`src/rtl/loop_stall_pkg.sv`:
```
// Package: shared class encoding and helpers for the loop-end stall generator.
// Assumes: issue_class is a 3-bit code decoded upstream; unused codes act as "other".
package loop_stall_pkg;

    typedef enum logic [2:0] {
        CLS_OTHER  = 3'd0,
        CLS_JUMP   = 3'd1,
        CLS_RTI    = 3'd2,
        CLS_SSH_RD = 3'd3,
        CLS_CCOF   = 3'd4
    } insn_class_e;

    // Larger of two integer constants, used to size the hold counter.
    function automatic int imax(input int a, input int b);
        return (a > b) ? a : b;
    endfunction

endpackage

```
`src/rtl/lsg_loop_rules.sv`:
```
// Module: lsg_loop_rules
// Works out the hold request raised by a change of flow near the end of an
// active hardware loop. The request comes from a jump or a taken conditional
// landing on loop_end or loop_end-1, from a return landing on either of those
// addresses, or from a stack-high read located at loop_end-2.
// Assumes: exactly one class per accepted instruction; arithmetic wraps at AW bits.
module lsg_loop_rules
    import loop_stall_pkg::*;
#(
    parameter int AW         = 16,
    parameter int CW         = 2,
    parameter int LONG_HOLD  = 2,
    parameter int SHORT_HOLD = 1
) (
    input  logic          issue_valid,
    input  logic [2:0]    issue_class,
    input  logic [AW-1:0] issue_addr,
    input  logic [AW-1:0] issue_target,
    input  logic          cond_false,
    input  logic          loop_active,
    input  logic [AW-1:0] loop_end,
    output logic          req_hit,
    output logic [CW-1:0] req_cycles,
    output logic [AW-1:0] req_addr
);
    // Offsets below loop_end that are compared with the target: 0 and 1.
    localparam int NOFF = 2;

    logic [NOFF-1:0] tgt_near;        // tgt_near[i]: target == loop_end - i
    logic            ssh_slot;        // stack read sits at loop_end - 2
    logic            is_jump;
    logic            is_rti;
    logic            is_ssh;
    logic [AW-1:0]   after_end;

    // One comparator per tail offset of the loop body.
    for (genvar i = 0; i < NOFF; i++) begin : g_tail
        assign tgt_near[i] = (issue_target == (loop_end - AW'(i)));
    end

    assign ssh_slot  = (issue_addr == (loop_end - AW'(2)));
    assign after_end = loop_end + AW'(1);

    // Decode the class into the three loop-sensitive groups.
    always_comb begin
        is_jump = (issue_class == CLS_JUMP) ||
                  ((issue_class == CLS_CCOF) && !cond_false);
        is_rti  = (issue_class == CLS_RTI);
        is_ssh  = (issue_class == CLS_SSH_RD);
    end

    // Choose the length and the address of the held instruction.
    always_comb begin
        req_hit    = 1'b0;
        req_cycles = '0;
        req_addr   = after_end;
        if (issue_valid && loop_active) begin
            if (is_jump && tgt_near[0]) begin
                req_hit    = 1'b1;
                req_cycles = CW'(LONG_HOLD);
            end else if (is_jump && tgt_near[1]) begin
                req_hit    = 1'b1;
                req_cycles = CW'(SHORT_HOLD);
            end else if (is_rti && tgt_near[0]) begin
                req_hit    = 1'b1;
                req_cycles = CW'(LONG_HOLD);
                req_addr   = loop_end;
            end else if (is_rti && tgt_near[1]) begin
                req_hit    = 1'b1;
                req_cycles = CW'(SHORT_HOLD);
                req_addr   = loop_end;
            end else if (is_ssh && ssh_slot) begin
                req_hit    = 1'b1;
                req_cycles = CW'(SHORT_HOLD);
            end
        end
    end

endmodule

```
`src/rtl/lsg_cond_rule.sv`:
```
// Module: lsg_cond_rule
// Raises a hold request for the next sequential instruction when a
// conditional change of flow is not taken. Independent of the loop state.
// Assumes: cond_false is only meaningful for the conditional class.
module lsg_cond_rule
    import loop_stall_pkg::*;
#(
    parameter int AW         = 16,
    parameter int CW         = 2,
    parameter int SHORT_HOLD = 1
) (
    input  logic          issue_valid,
    input  logic [2:0]    issue_class,
    input  logic [AW-1:0] issue_addr,
    input  logic          cond_false,
    output logic          req_hit,
    output logic [CW-1:0] req_cycles,
    output logic [AW-1:0] req_addr
);
    // Untaken conditional: hold the fall-through instruction.
    always_comb begin
        req_hit    = issue_valid && (issue_class == CLS_CCOF) && cond_false;
        req_cycles = req_hit ? CW'(SHORT_HOLD) : '0;
        req_addr   = issue_addr + AW'(1);
    end

endmodule

```
`src/rtl/lsg_req_select.sv`:
```
// Module: lsg_req_select
// Combines NREQ hold requests into one by keeping the longest. On equal
// lengths the lower-numbered source wins.
// Assumes: requests that are not hit carry zero cycles.
module lsg_req_select #(
    parameter int AW   = 16,
    parameter int CW   = 2,
    parameter int NREQ = 2
) (
    input  logic [NREQ-1:0]         in_hit,
    input  logic [NREQ-1:0][CW-1:0] in_cycles,
    input  logic [NREQ-1:0][AW-1:0] in_addr,
    output logic                    out_hit,
    output logic [CW-1:0]           out_cycles,
    output logic [AW-1:0]           out_addr
);
    // Linear scan from the highest index down so that lower indices win ties.
    always_comb begin
        out_hit    = 1'b0;
        out_cycles = '0;
        out_addr   = in_addr[0];
        for (int i = NREQ - 1; i >= 0; i--) begin
            if (in_hit[i] && (!out_hit || in_cycles[i] >= out_cycles)) begin
                out_hit    = 1'b1;
                out_cycles = in_cycles[i];
                out_addr   = in_addr[i];
            end
        end
    end

endmodule

```
`src/rtl/lsg_hold_counter.sv`:
```
// Module: lsg_hold_counter
// Down-counter that holds the pipeline. It loads on an accepted request and
// merges overlapping requests by taking the larger of the remaining and the
// requested cycles. It also keeps the tag of the held instruction.
// Assumes: synchronous active-low reset; req_cycles is nonzero when req_hit is high.
module lsg_hold_counter #(
    parameter int AW = 16,
    parameter int CW = 2
) (
    input  logic          clk,
    input  logic          rst_n,
    input  logic          req_hit,
    input  logic [CW-1:0] req_cycles,
    input  logic [AW-1:0] req_addr,
    output logic          stall,
    output logic [AW-1:0] stall_addr
);
    logic [CW-1:0] cnt_q, cnt_d, remain;
    logic [AW-1:0] tag_q, tag_d;

    // Cycles still owed after the current one.
    always_comb begin
        remain = (cnt_q == '0) ? '0 : cnt_q - CW'(1);
    end

    // Merge rule: keep the larger; the new request wins ties.
    always_comb begin
        cnt_d = remain;
        tag_d = tag_q;
        if (req_hit && (req_cycles >= remain)) begin
            cnt_d = req_cycles;
            tag_d = req_addr;
        end
    end

    // State registers with synchronous active-low reset.
    always_ff @(posedge clk) begin
        if (!rst_n) begin
            cnt_q <= '0;
            tag_q <= '0;
        end else begin
            cnt_q <= cnt_d;
            tag_q <= tag_d;
        end
    end

    assign stall      = (cnt_q != '0);
    assign stall_addr = tag_q;

endmodule

```
`src/rtl/loop_stall_gen.sv`:
```
// Module: loop_stall_gen (top)
// End-of-loop stall generator. Feeds the accepted instruction to the loop
// rules and to the untaken-conditional rule, keeps the longer request, and
// drives the hold counter that produces stall and the held address.
// Assumes: inputs come from registered decode; stall_addr is only meaningful
// while stall is high.
module loop_stall_gen
    import loop_stall_pkg::*;
#(
    parameter int AW         = 16,
    parameter int LONG_HOLD  = 2,
    parameter int SHORT_HOLD = 1
) (
    input  logic          clk,
    input  logic          rst_n,
    input  logic          issue_valid,
    input  logic [2:0]    issue_class,
    input  logic [AW-1:0] issue_addr,
    input  logic [AW-1:0] issue_target,
    input  logic          cond_false,
    input  logic          loop_active,
    input  logic [AW-1:0] loop_end,
    output logic          stall,
    output logic [AW-1:0] stall_addr
);
    localparam int MAXH = imax(LONG_HOLD, SHORT_HOLD);
    localparam int CW   = $clog2(MAXH + 1);
    localparam int NREQ = 2;

    logic [NREQ-1:0]         src_hit;
    logic [NREQ-1:0][CW-1:0] src_cycles;
    logic [NREQ-1:0][AW-1:0] src_addr;
    logic                    sel_hit;
    logic [CW-1:0]           sel_cycles;
    logic [AW-1:0]           sel_addr;

    // Source 0: loop-tail rules.
    lsg_loop_rules #(.AW(AW), .CW(CW), .LONG_HOLD(LONG_HOLD), .SHORT_HOLD(SHORT_HOLD)) u_loop (
        .issue_valid (issue_valid),
        .issue_class (issue_class),
        .issue_addr  (issue_addr),
        .issue_target(issue_target),
        .cond_false  (cond_false),
        .loop_active (loop_active),
        .loop_end    (loop_end),
        .req_hit     (src_hit[0]),
        .req_cycles  (src_cycles[0]),
        .req_addr    (src_addr[0])
    );

    // Source 1: untaken conditional rule.
    lsg_cond_rule #(.AW(AW), .CW(CW), .SHORT_HOLD(SHORT_HOLD)) u_cond (
        .issue_valid(issue_valid),
        .issue_class(issue_class),
        .issue_addr (issue_addr),
        .cond_false (cond_false),
        .req_hit    (src_hit[1]),
        .req_cycles (src_cycles[1]),
        .req_addr   (src_addr[1])
    );

    // Keep the longest request of this cycle.
    lsg_req_select #(.AW(AW), .CW(CW), .NREQ(NREQ)) u_sel (
        .in_hit    (src_hit),
        .in_cycles (src_cycles),
        .in_addr   (src_addr),
        .out_hit   (sel_hit),
        .out_cycles(sel_cycles),
        .out_addr  (sel_addr)
    );

    // Hold counter and tag.
    lsg_hold_counter #(.AW(AW), .CW(CW)) u_hold (
        .clk       (clk),
        .rst_n     (rst_n),
        .req_hit   (sel_hit),
        .req_cycles(sel_cycles),
        .req_addr  (sel_addr),
        .stall     (stall),
        .stall_addr(stall_addr)
    );

endmodule

```
`config.mk`:
```
export PLATFORM = sky130hd
export DESIGN_NAME = loop_stall_gen
export DESIGN_NICKNAME = d
export VERILOG_FILES = /design/src/rtl/loop_stall_pkg.sv /design/src/rtl/lsg_loop_rules.sv /design/src/rtl/lsg_cond_rule.sv /design/src/rtl/lsg_req_select.sv /design/src/rtl/lsg_hold_counter.sv /design/src/rtl/loop_stall_gen.sv
export SDC_FILE = /design/constraint.sdc
export NUM_CORES = 1
export LEC_CHECK = 0
export ABC_AREA = 0
export BUFFER_PORTS_ARGS = -buffer_cell sky130_fd_sc_hd__buf_2
export CAP_MARGIN = 25
export CORE_MARGIN = 3
export CORE_UTILIZATION = 59
export DETAILED_ROUTE_END_ITERATION = 8
export PLACE_DENSITY = 0.88
export SYNTH_ARGS = -nofsm -noshare
export SYNTH_HDL_FRONTEND = slang
export SYNTH_SLANG_ARGS = --single-unit
```
`constraint.sdc`:
```
create_clock -name clk -period 11.7 [get_ports clk]
set_clock_uncertainty 0.05 [all_clocks]
set_input_delay 2.34 -clock clk [delete_from_list [all_inputs] [get_ports clk]]
set_output_delay 2.34 -clock clk [all_outputs]
set_load 0.01 [all_outputs]
```
==> summary.txt, run 1 <==
Drt
  • Routed Antenna Nets: 0
  • DRC: 0
  • Initial DRC count: 459
  • Vias per cell: 6.90
  • DRT Pass-1 Iters: 5
  • Mean routed wirelength per cell: 18.8 um
  • DR vias: 3401
  • Post-Route WL: 9260 um

Worst setup path
  • FF-to-FF Start: u_hold.cnt_q[1]
  • Critical R2R Capture: u_hold.stall_addr[14]
  • CP arrival: 6670 ps
  • Startpoint Class: primary input
  • Reg2Reg Setup Slack: 9390 ps
  • Required time worst endpoint: 11740 ps
  • Worst reg-to-reg path cell count: 7
  • Critical path endpoint: u_hold.stall_addr[14]
  • Crit. Startpoint: loop_end[5]
  • CP endpoint kind: register
  • Max FO, Critical Path: 17
  • Critical path class: in2reg

Yosys
  • Yosys top cell by area: dfxtp_1
  • Ys async rst share: 0
  • Count of different cell masters after synthesis: 59
  • FF+latch count, synth: 18
  • Top cells by area, synth: dfxtp_1, xnor2_1, xor2_1, nand3_1, nand2_1
  • Top FF cell, synth: dfxtp_1
  • Synth Area per Inst: 7.17 um2
  • Top cell type's share of synthesized area: 0.127
  • Syn_nets: 459
  • Yosys warns: 0
  • Cells after Synth: 395
  • Register area share after synthesis: 0.127
  • Mapped cell area: 2830 um2
  • EDFF count, synth: 0

Global route
  • Total Routing Usage GR: 0.325
  • Grt ovf: 0
  • Largest net degree at the start of global routing: 27
  • Vias in the first global route: 2975
  • Initial antenna violation count: 0
  • Global-route wire length before repair: 14400 um

Timing
  • Final critical-path setup slack: 5070 ps
  • Final-report setup violation count: 0
  • Max-slew violations: 0
  • Slew HR: 0.244
  • Fmax: 0.151 GHz
  • Tmin final: 6630 ps
  • Setup TNS: 0 ps
  • Final Hold Viols: 0
  • Measured slew at the worst slew-check pin: 1120 ps
  • Tcrit/Tclk final: 0.566
  • WHS: 422 ps
  • RSZ-0062 raised after global routing: false

Pwr
  • Power Density: 57.9 nW/um2
  • Clock share of power: 0.227
  • Tot Pwr: 0.183 mW
  • Switching Fraction: 0.370
  • Leakage: 1.30 nW
  • Psw: 0.0676 mW
  • Combinational Power Share: 0.433
  • VDD IR max: 0.0464 mV
  • Sequential share of power: 0.340
  • Internal Power: 0.115 mW

Layout
  • Ratio of cells with drive above 1 in the final layout: 0.195
  • Synthesis-to-layout area growth: 11.4%
  • Ant. Diodes: 0
  • Final Cell Area: 3160 um2
  • Nets: 507

Floorplan
  • Row count: 24
  • Die height: 75.3 um
  • Core Area: 4500 um2
  • I/O pin count: 73
  • Die Footprint: 5670 um2
  • Die Wd: 75.3 um
  • Initial core utilization: 0.629

CTS
  • Sink Count: 18
  • Skew-Pair Late Insertion Delay: 250 ps
  • H-Tree Depth: 1
  • CTS Root Cell: clkbuf_8
  • Post-CTS Setup Repair Bufs: 0
  • CTS Hold Buffers Added: 0
  • Post-CTS Resized: 0
  • Maximum root-to-sink buffer count: 2
  • Reg clk slew, reported paths: 60 ps
  • CTS tree: done
  • Total CTS buffers: 3

Hold path
  • Hold Crit Depth: 2
  • Worst hold start: u_hold.stall_addr[6]
  • Worst Hold Class: reg2reg

Placed design
  • Port bufs: 72
  • Post-DP Area: 3120 um2
  • Post-place setup slack: 4910 ps
  • Dpl hpwl: 7080 um
  • GP Congestion: 0.963

Job
  • Number of max-cap violations: 0

Outcome
  • Status: complete, no violations
-- area by class of cell --
type	count	area (um2)
timing repair buffer	72	360
tap	52	65.1
sequential	18	360
inverter	13	48.8
fill	374	1350
multi-input combinational	335	2280
clock buffer	3	41.3
-- cells in the final DEF (no fill, tap or decap), types with 3 or more instances in the layout --
cell type,n
nor3_1,10
o32ai_1,4
inv_1,13
o221ai_1,7
a21oi_1,15
nand2b_1,5
nand4_1,18
and4_1,3
nor4_1,13
or3_1,4
nor3b_1,9
clkbuf_8,3
and3_1,19
nor4b_1,4
nand4b_1,3
xnor2_1,33
a21o_1,3
o21ai_0,11
nand3_1,36
a211oi_1,4
nand2_1,37
nor2_1,11
buf_2,72
o22ai_1,9
dfxtp_1,18
xor2_1,32
ha_1,8
-- per-layer routing --
| metal | GRT usage | vias up | part of all wire |
|---|---|---|---|
| li1 | - | 1574 | - |
| met1 | 0.442 | 1567 | 0.40 |
| met2 | 0.530 | 231 | 0.46 |
| met3 | 0.0580 | 29 | 0.11 |
| met4 | 0.0835 | 0 | 0.025 |
| met5 | 0 | - | 0 |
-- logic make-up (layout without fill, tap and decap cells) --
| group | Yosys count | count (layout) | share of synthesized area |
|---|---|---|---|
| AO/OA/AOI/OAI | 73 | 73 | 0.186 |
| XOR/XNOR | 65 | 65 | 0.201 |
| adder cells (fa/ha/maj) | 8 | 8 | 0.0353 |
| buffers and inverters | 42 | 88 | 0.0676 |
| flip-flops | 18 | 18 | 0.127 |
| multiplexers | 2 | 2 | 0.00751 |
| AND/OR/NAND/NOR | 187 | 187 | 0.375 |
-- worst min-delay path by stage --
| stage | to | slack, ps |
|---|---|---|
| 2_1_floorplan | u_hold.stall_addr[1] | 440 |
| 3_3_place_gp | u_hold.stall_addr[1] | 410 |
| 3_5_place_dp | u_hold.stall_addr[9] | 410 |
| 4_1_cts | u_hold.stall_addr[9] | 420 |
| 5_1_grt | u_hold.stall_addr[1] | 440 |
| 6_report | u_hold.stall_addr[6] | 420 |
-- cell usage after synthesis (10+ instances only) --
cell / instances
dfxtp_1: 18
inv_1: 13
nor3_1: 10
a21oi_1: 15
and3_1: 19
nor4_1: 13
o21ai_0: 11
nand2_1: 37
nand4_1: 18
clkbuf_1: 15
xor2_1: 32
xnor2_1: 33
nor2_1: 11
nand3_1: 36
-- state kept, by name, indices dropped and copies added, names as in the netlist --
| name | count |
|---|---|
| u_hold.cnt_q | 2 |
| u_hold.stall_addr | 16 |
-- metrics by stage --
step,util,std cells
2_1_floorplan,-,395
3_3_place_gp,0.692,490
3_5_place_dp,0.692,490
4_1_cts,0.701,493
5_1_grt,0.701,493
6_report,0.701,493
-- power by group through the flow --
stage | clock network, mW | logic, mW | registers [mW]
finish | 0.0415 | 0.0791 | 0.0622
global route | 0.0442 | 0.0852 | 0.0622
CTS | 0.0426 | 0.0767 | 0.0621
detailed placement | 0 | 0.0762 | 0.0635
global placement | 0 | 0.0752 | 0.0635
floorplan | 0 | 0.0498 | 0.0638
-- worst max-delay path, stage by stage --
cell      delay (ps)
buf_2            220
nor4_1           980
and3_1           300
o22a_1           170
nand4_1           90
or4b_2           670
o41ai_1          100
a21oi_1          120
ha_1             310
nand2b_1          90
a21o_1           270
o21ai_0          220
nor2_2           580
o221ai_1         210
Note: power is estimated with default switching activity, not from simulation.
==> run 2, diff against run 1 <==
--- a/config.mk
+++ b/config.mk
@@ -9,9 +9,9 @@
 export BUFFER_PORTS_ARGS = -buffer_cell sky130_fd_sc_hd__buf_2
 export CAP_MARGIN = 25
 export CORE_MARGIN = 3
-export CORE_UTILIZATION = 59
+export CORE_UTILIZATION = 55
 export DETAILED_ROUTE_END_ITERATION = 8
-export PLACE_DENSITY = 0.88
+export PLACE_DENSITY = 0.82
 export SYNTH_ARGS = -nofsm -noshare
 export SYNTH_HDL_FRONTEND = slang
 export SYNTH_SLANG_ARGS = --single-unit
==> constraint.sdc (replaced) <==
create_clock -name clk -period 6.65 [get_ports clk]
set_clock_uncertainty 0.05 [all_clocks]
set_input_delay 1.33 -clock clk [delete_from_list [all_inputs] [get_ports clk]]
set_output_delay 1.33 -clock clk [all_outputs]
set_load 0.01 [all_outputs]
==> run 2 against run 1 <==
Utilization down 4.1 points. Worst setup slack worse by 3900 ps. Register-to-register slack got worse by 5000 ps. Via count stayed put. Wire length is 2.1% higher. Total power is 87% higher.
==> summary.txt, run 2 (synthesis gave the netlist of run 1 again) <==
CTS
  • Post-CTS Resized: 0
  • Sink Count: 18
  • CTS tree: done
  • Skew-Pair Late Insertion Delay: 260 ps
  • CTS Hold Buffers Added: 0
  • Total CTS buffers: 3
  • H-Tree Depth: 1
  • Reg clk slew, reported paths: 70 ps
  • Post-CTS Setup Repair Bufs: 0
  • CTS Root Cell: clkbuf_8
  • Maximum root-to-sink buffer count: 2

Global route
  • Largest net degree at the start of global routing: 27
  • Global-route wire length before repair: 15300 um
  • Initial antenna violation count: 0
  • Vias in the first global route: 3113
  • Total Routing Usage GR: 0.315
  • Grt ovf: 0

Placed design
  • Dpl hpwl: 7330 um
  • Port bufs: 72
  • GP Congestion: 0.970

Drt
  • Vias per cell: 6.67
  • DR vias: 3401
  • Mean routed wirelength per cell: 18.5 um
  • Initial DRC count: 410
  • Post-Route WL: 9450 um
  • DRT Pass-1 Iters: 5
  • DRC: 0
  • Routed Antenna Nets: 0

Floorplan
  • I/O pin count: 73
  • Die Wd: 77.8 um
  • Die Footprint: 6050 um2
  • Initial core utilization: 0.584
  • Core Area: 4850 um2
  • Row count: 25
  • Die height: 77.8 um

Worst setup path
  • FF-to-FF Start: u_hold.cnt_q[1]
  • Startpoint Class: primary input
  • Crit. Startpoint: loop_end[5]
  • Critical path class: in2reg
  • CP endpoint kind: register
  • Max FO, Critical Path: 17
  • Required time worst endpoint: 6710 ps
  • CP arrival: 5520 ps
  • Reg2Reg Setup Slack: 4360 ps

Hold path
  • Worst Hold Class: reg2reg
  • Worst hold start: u_hold.stall_addr[5]

Layout
  • Commonest cells after routing, fill and taps aside: buf_2, nand2_1, nand3_1, xnor2_1, xor2_1
  • Fillers: 447
  • Ant. Diodes: 0
  • Synthesis-to-layout area growth: 12.9%
  • Most common cell after layout, fill and taps aside: buf_2
  • Ratio of cells with drive above 1 in the final layout: 0.199
  • Max reg flops: 16
  • Nets: 508

Outcome
  • Status: complete, no violations

Pwr
  • VDD IR max: 0.0621 mV
  • Power Density: 107 nW/um2
  • Leakage: 1.31 nW

Timing
  • Fmax: 0.183 GHz
  • Final-report setup violation count: 0
  • Tmin final: 5460 ps
  • Measured slew at the worst slew-check pin: 987 ps
  • Tcrit/Tclk final: 0.821
  • Slew HR: 0.336
  • RSZ-0062 raised after global routing: false
  • Setup TNS: 0 ps
  • WHS: 419 ps
  • Max-slew violations: 0
  • Final Hold Viols: 0

Job
  • Number of max-cap violations: 0
run 2: cell count changes in the layout (fill, tap and decap cells not counted), sizes merged:
cell and change:
buf +1, clkbuf +1
run 2: critical path, stage by stage:
cell	delay, ps
buf_2	210
nor4_1	880
nand3_1	210
xnor2_1	210
nand3b_1	160
or4b_2	610
o41ai_1	100
a21oi_1	130
ha_1	310
nand2b_1	90
a21o_1	260
o21ai_0	230
nor2_2	590
o221ai_1	200
run 2: per-layer routing:
| layer | part of all wire | wire length [um] | GRT usage | vias up |
|---|---|---|---|---|
| li1 | - | - | - | 1571 |
| met1 | 0.40 | 3820 | 0.420 | 1587 |
| met2 | 0.45 | 4270 | 0.508 | 218 |
| met3 | 0.12 | 1150 | 0.0661 | 25 |
| met4 | 0.023 | 221 | 0.0925 | 0 |
| met5 | 0 | 0 | 0 | - |
run 2: cell type report:
type | instances | area (um2) | area share
Multi-Input combinational cell | 335 | 2280 | 0.714
Clock buffer | 4 | 55.1 | 0.0172
Sequential cell | 18 | 360 | 0.113
Timing Repair Buffer | 73 | 368 | 0.115
Inverter | 13 | 48.8 | 0.0153
Tap cell | 67 | 83.8 | 0.0262
run 2: final timing paths:
check / end / cells past startpoint
max: u_hold.stall_addr[10] / 14
min: u_hold.stall_addr[5] / 2
max reg2reg: u_hold.stall_addr[10] / 7
min reg2reg: u_hold.stall_addr[5] / 2
run 2: per-stage QoR:
step	power, mW	setup WS, ps	instance area, um2	util	cells
6_report	0.342	1190	3200	0.659	510
5_1_grt	0.360	842	3200	0.659	510
4_1_cts	0.340	1280	3200	0.659	510
3_5_place_dp	0.248	1020	3140	0.648	506
3_3_place_gp	0.248	1020	3140	0.648	506
2_1_floorplan	0.200	1710	2830	-	395
run 2: power breakdown:
group	internal [mW]	total, mW	switching [mW]
logic	0.0535	0.142	0.0885
registers	0.109	0.109	0.000490
clock network	0.0527	0.0907	0.0380
==> run 3, diff against run 2 <==
--- a/config.mk
+++ b/config.mk
@@ -9,9 +9,9 @@
 export BUFFER_PORTS_ARGS = -buffer_cell sky130_fd_sc_hd__buf_2
 export CAP_MARGIN = 25
 export CORE_MARGIN = 3
-export CORE_UTILIZATION = 55
+export CORE_UTILIZATION = 49
 export DETAILED_ROUTE_END_ITERATION = 8
-export PLACE_DENSITY = 0.82
+export PLACE_DENSITY = 0.78
 export SYNTH_ARGS = -nofsm -noshare
 export SYNTH_HDL_FRONTEND = slang
 export SYNTH_SLANG_ARGS = --single-unit
==> constraint.sdc (replaced) <==
create_clock -name clk -period 4.85 [get_ports clk]
set_clock_uncertainty 0.05 [all_clocks]
set_input_delay 0.97 -clock clk [delete_from_list [all_inputs] [get_ports clk]]
set_output_delay 0.97 -clock clk [all_outputs]
set_load 0.01 [all_outputs]
==> run 3 against run 2 <==
Clock power is 14% higher. Critical path type unchanged. Register-to-register slack lost 1600 ps. Die area is 11% higher. Cell count rose by 4.5%. Flip-flop and latch count unchanged. Utilization down 5.8 points. Count of clock-buffer cells in the layout is 1 lower. Combinational power up 42%. Global-route usage fell by 3.2 points. Sequential power rose by 38%.
==> summary.txt, run 3 (synthesis gave the netlist of run 1 again) <==
CTS
  • CTS Root Cell: clkbuf_8
  • Post-CTS Setup Repair Bufs: 0
  • Total CTS buffers: 3
  • Skew-Pair Late Insertion Delay: 250 ps
  • Post-CTS Resized: 0
  • CTS tree: done
  • CTS Hold Buffers Added: 0
  • Reg clk slew, reported paths: 60 ps
  • Sink Count: 18
  • Maximum root-to-sink buffer count: 2
  • H-Tree Depth: 1

Layout
  • Fillers: 533
  • Synthesis-to-layout area growth: 17.6%
  • Nets: 527
  • Max reg flops: 16
  • Commonest cells after routing, fill and taps aside: buf_2, nand2_1, nand3_1, xnor2_1, xor2_1
  • Most common cell after layout, fill and taps aside: buf_2
  • Final Cell Area: 3330 um2
  • Ratio of cells with drive above 1 in the final layout: 0.230
  • Layout Cells excl Fill: 533
  • Seq. cell area: 360 um2
  • Footprint of the multi-input gates: 2280 um2
  • Ant. Diodes: 0

Placed design
  • Post-DP Area: 3290 um2
  • Dpl hpwl: 7730 um
  • GP Congestion: 0.989
  • DP Cell Count: 530
  • Port bufs: 72

Timing
  • RSZ-0062 raised after global routing: false
  • Final-report setup violation count: 0
  • Max-slew violations: 0
  • Tcrit/Tclk final: 0.944
  • Slew HR: 0.463
  • Tmin final: 4580 ps
  • Setup TNS: 0 ps
  • Final Hold Viols: 0
  • Measured slew at the worst slew-check pin: 806 ps
  • Fmax: 0.218 GHz

Drt
  • Routed Antenna Nets: 0
  • Mean routed wirelength per cell: 18.0 um
  • Metal1 wirelength: 3980 um
  • Top routing layer in use: met4
  • DRC: 0
  • Met3 wire length: 1030 um
  • Initial DRC count: 459
  • Met2 WL: 4350 um
  • DRT Pass-1 Iters: 5
  • DR vias: 3379
  • Vias per cell: 6.34
  • Post-Route WL: 9580 um

Pwr
  • Sequential share of power: 0.330
  • Internal Power: 0.285 mW
  • Clock share of power: 0.226
  • Switching Fraction: 0.374
  • VDD IR max: 0.0961 mV
  • Leakage: 1.40 nW
  • Combinational Power Share: 0.444
  • Psw: 0.170 mW
  • Power Density: 137 nW/um2

Worst setup path
  • Crit. Startpoint: loop_end[2]
  • FF-to-FF Start: u_hold.cnt_q[1]
  • Required time worst endpoint: 4900 ps
  • Max FO, Critical Path: 17
  • CP endpoint kind: register
  • Startpoint Class: primary input
  • Critical path class: in2reg
  • CP arrival: 4620 ps

Job
  • Number of max-cap violations: 0

Floorplan
  • Die Wd: 82.0 um
  • I/O pin count: 73
  • Initial core utilization: 0.511
  • Die Footprint: 6730 um2
  • Core Area: 5540 um2
  • Die height: 82.0 um
  • Row count: 27

Global route
  • Global-route wire length before repair: 14800 um
  • Initial antenna violation count: 0
  • Grt ovf: 0
  • Total Routing Usage GR: 0.283
  • Largest net degree at the start of global routing: 27
  • Vias in the first global route: 3115

Hold path
  • Worst Hold Class: reg2reg
  • Worst hold start: u_hold.stall_addr[1]

Outcome
  • Status: complete, no violations
run 3: cell types whose count changed in the layout (fill, tap and decap cells not counted):
cell / before / now
clkbuf_8: 4 / 3
buf_4: 1 / 20
run 3: power by group through the flow:
stage          clock, mW  combinational, mW  sequential (mW)
4_1_cts            0.105              0.197            0.150
3_3_place_gp           0              0.195            0.153
3_5_place_dp           0              0.196            0.153
2_1_floorplan          0              0.120            0.154
5_1_grt            0.109              0.217            0.150
6_report           0.103              0.202            0.150
run 3: area by class of cell:
class,count,share of cell area
Multi-Input combinational cell,335,0.685
Timing Repair Buffer,92,0.153
Sequential cell,18,0.108
Tap cell,72,0.0270
Inverter,13,0.0146
Clock buffer,3,0.0124
run 3: final timing paths:
kind | to | slack (ps) | depth (start not counted)
max | u_hold.stall_addr[12] | 270 | 16
min | u_hold.stall_addr[1] | 420 | 2
max reg2reg | u_hold.stall_addr[12] | 2750 | 7
min reg2reg | u_hold.stall_addr[1] | 420 | 2
run 3: layer usage:
metal	up-vias	global-route usage
li1	1606	-
met1	1554	0.379
met2	192	0.454
met3	27	0.0636
met4	0	0.0814
met5	-	0
run 3: per-stage QoR:
step	hold slack (ps)	worst slack (ps)	power, mW	utilization
4_1_cts	423	348	0.452	0.601
3_5_place_dp	412	112	0.349	0.594
5_1_grt	444	62.5	0.476	0.601
6_report	420	272	0.455	0.601
3_3_place_gp	406	165	0.348	0.594
2_1_floorplan	440	273	0.274	-
run 3: critical path, cell delays in order:
cell,delay [ps]
buf_2,110
inv_1,110
ha_1,220
nor3b_1,430
and3_1,240
o22a_1,160
nand4_1,70
or4b_2,640
o41ai_1,90
a21oi_1,130
ha_1,280
nand2b_1,90
a21o_1,120
o21ai_0,150
nor2_2,570
o221ai_1,220
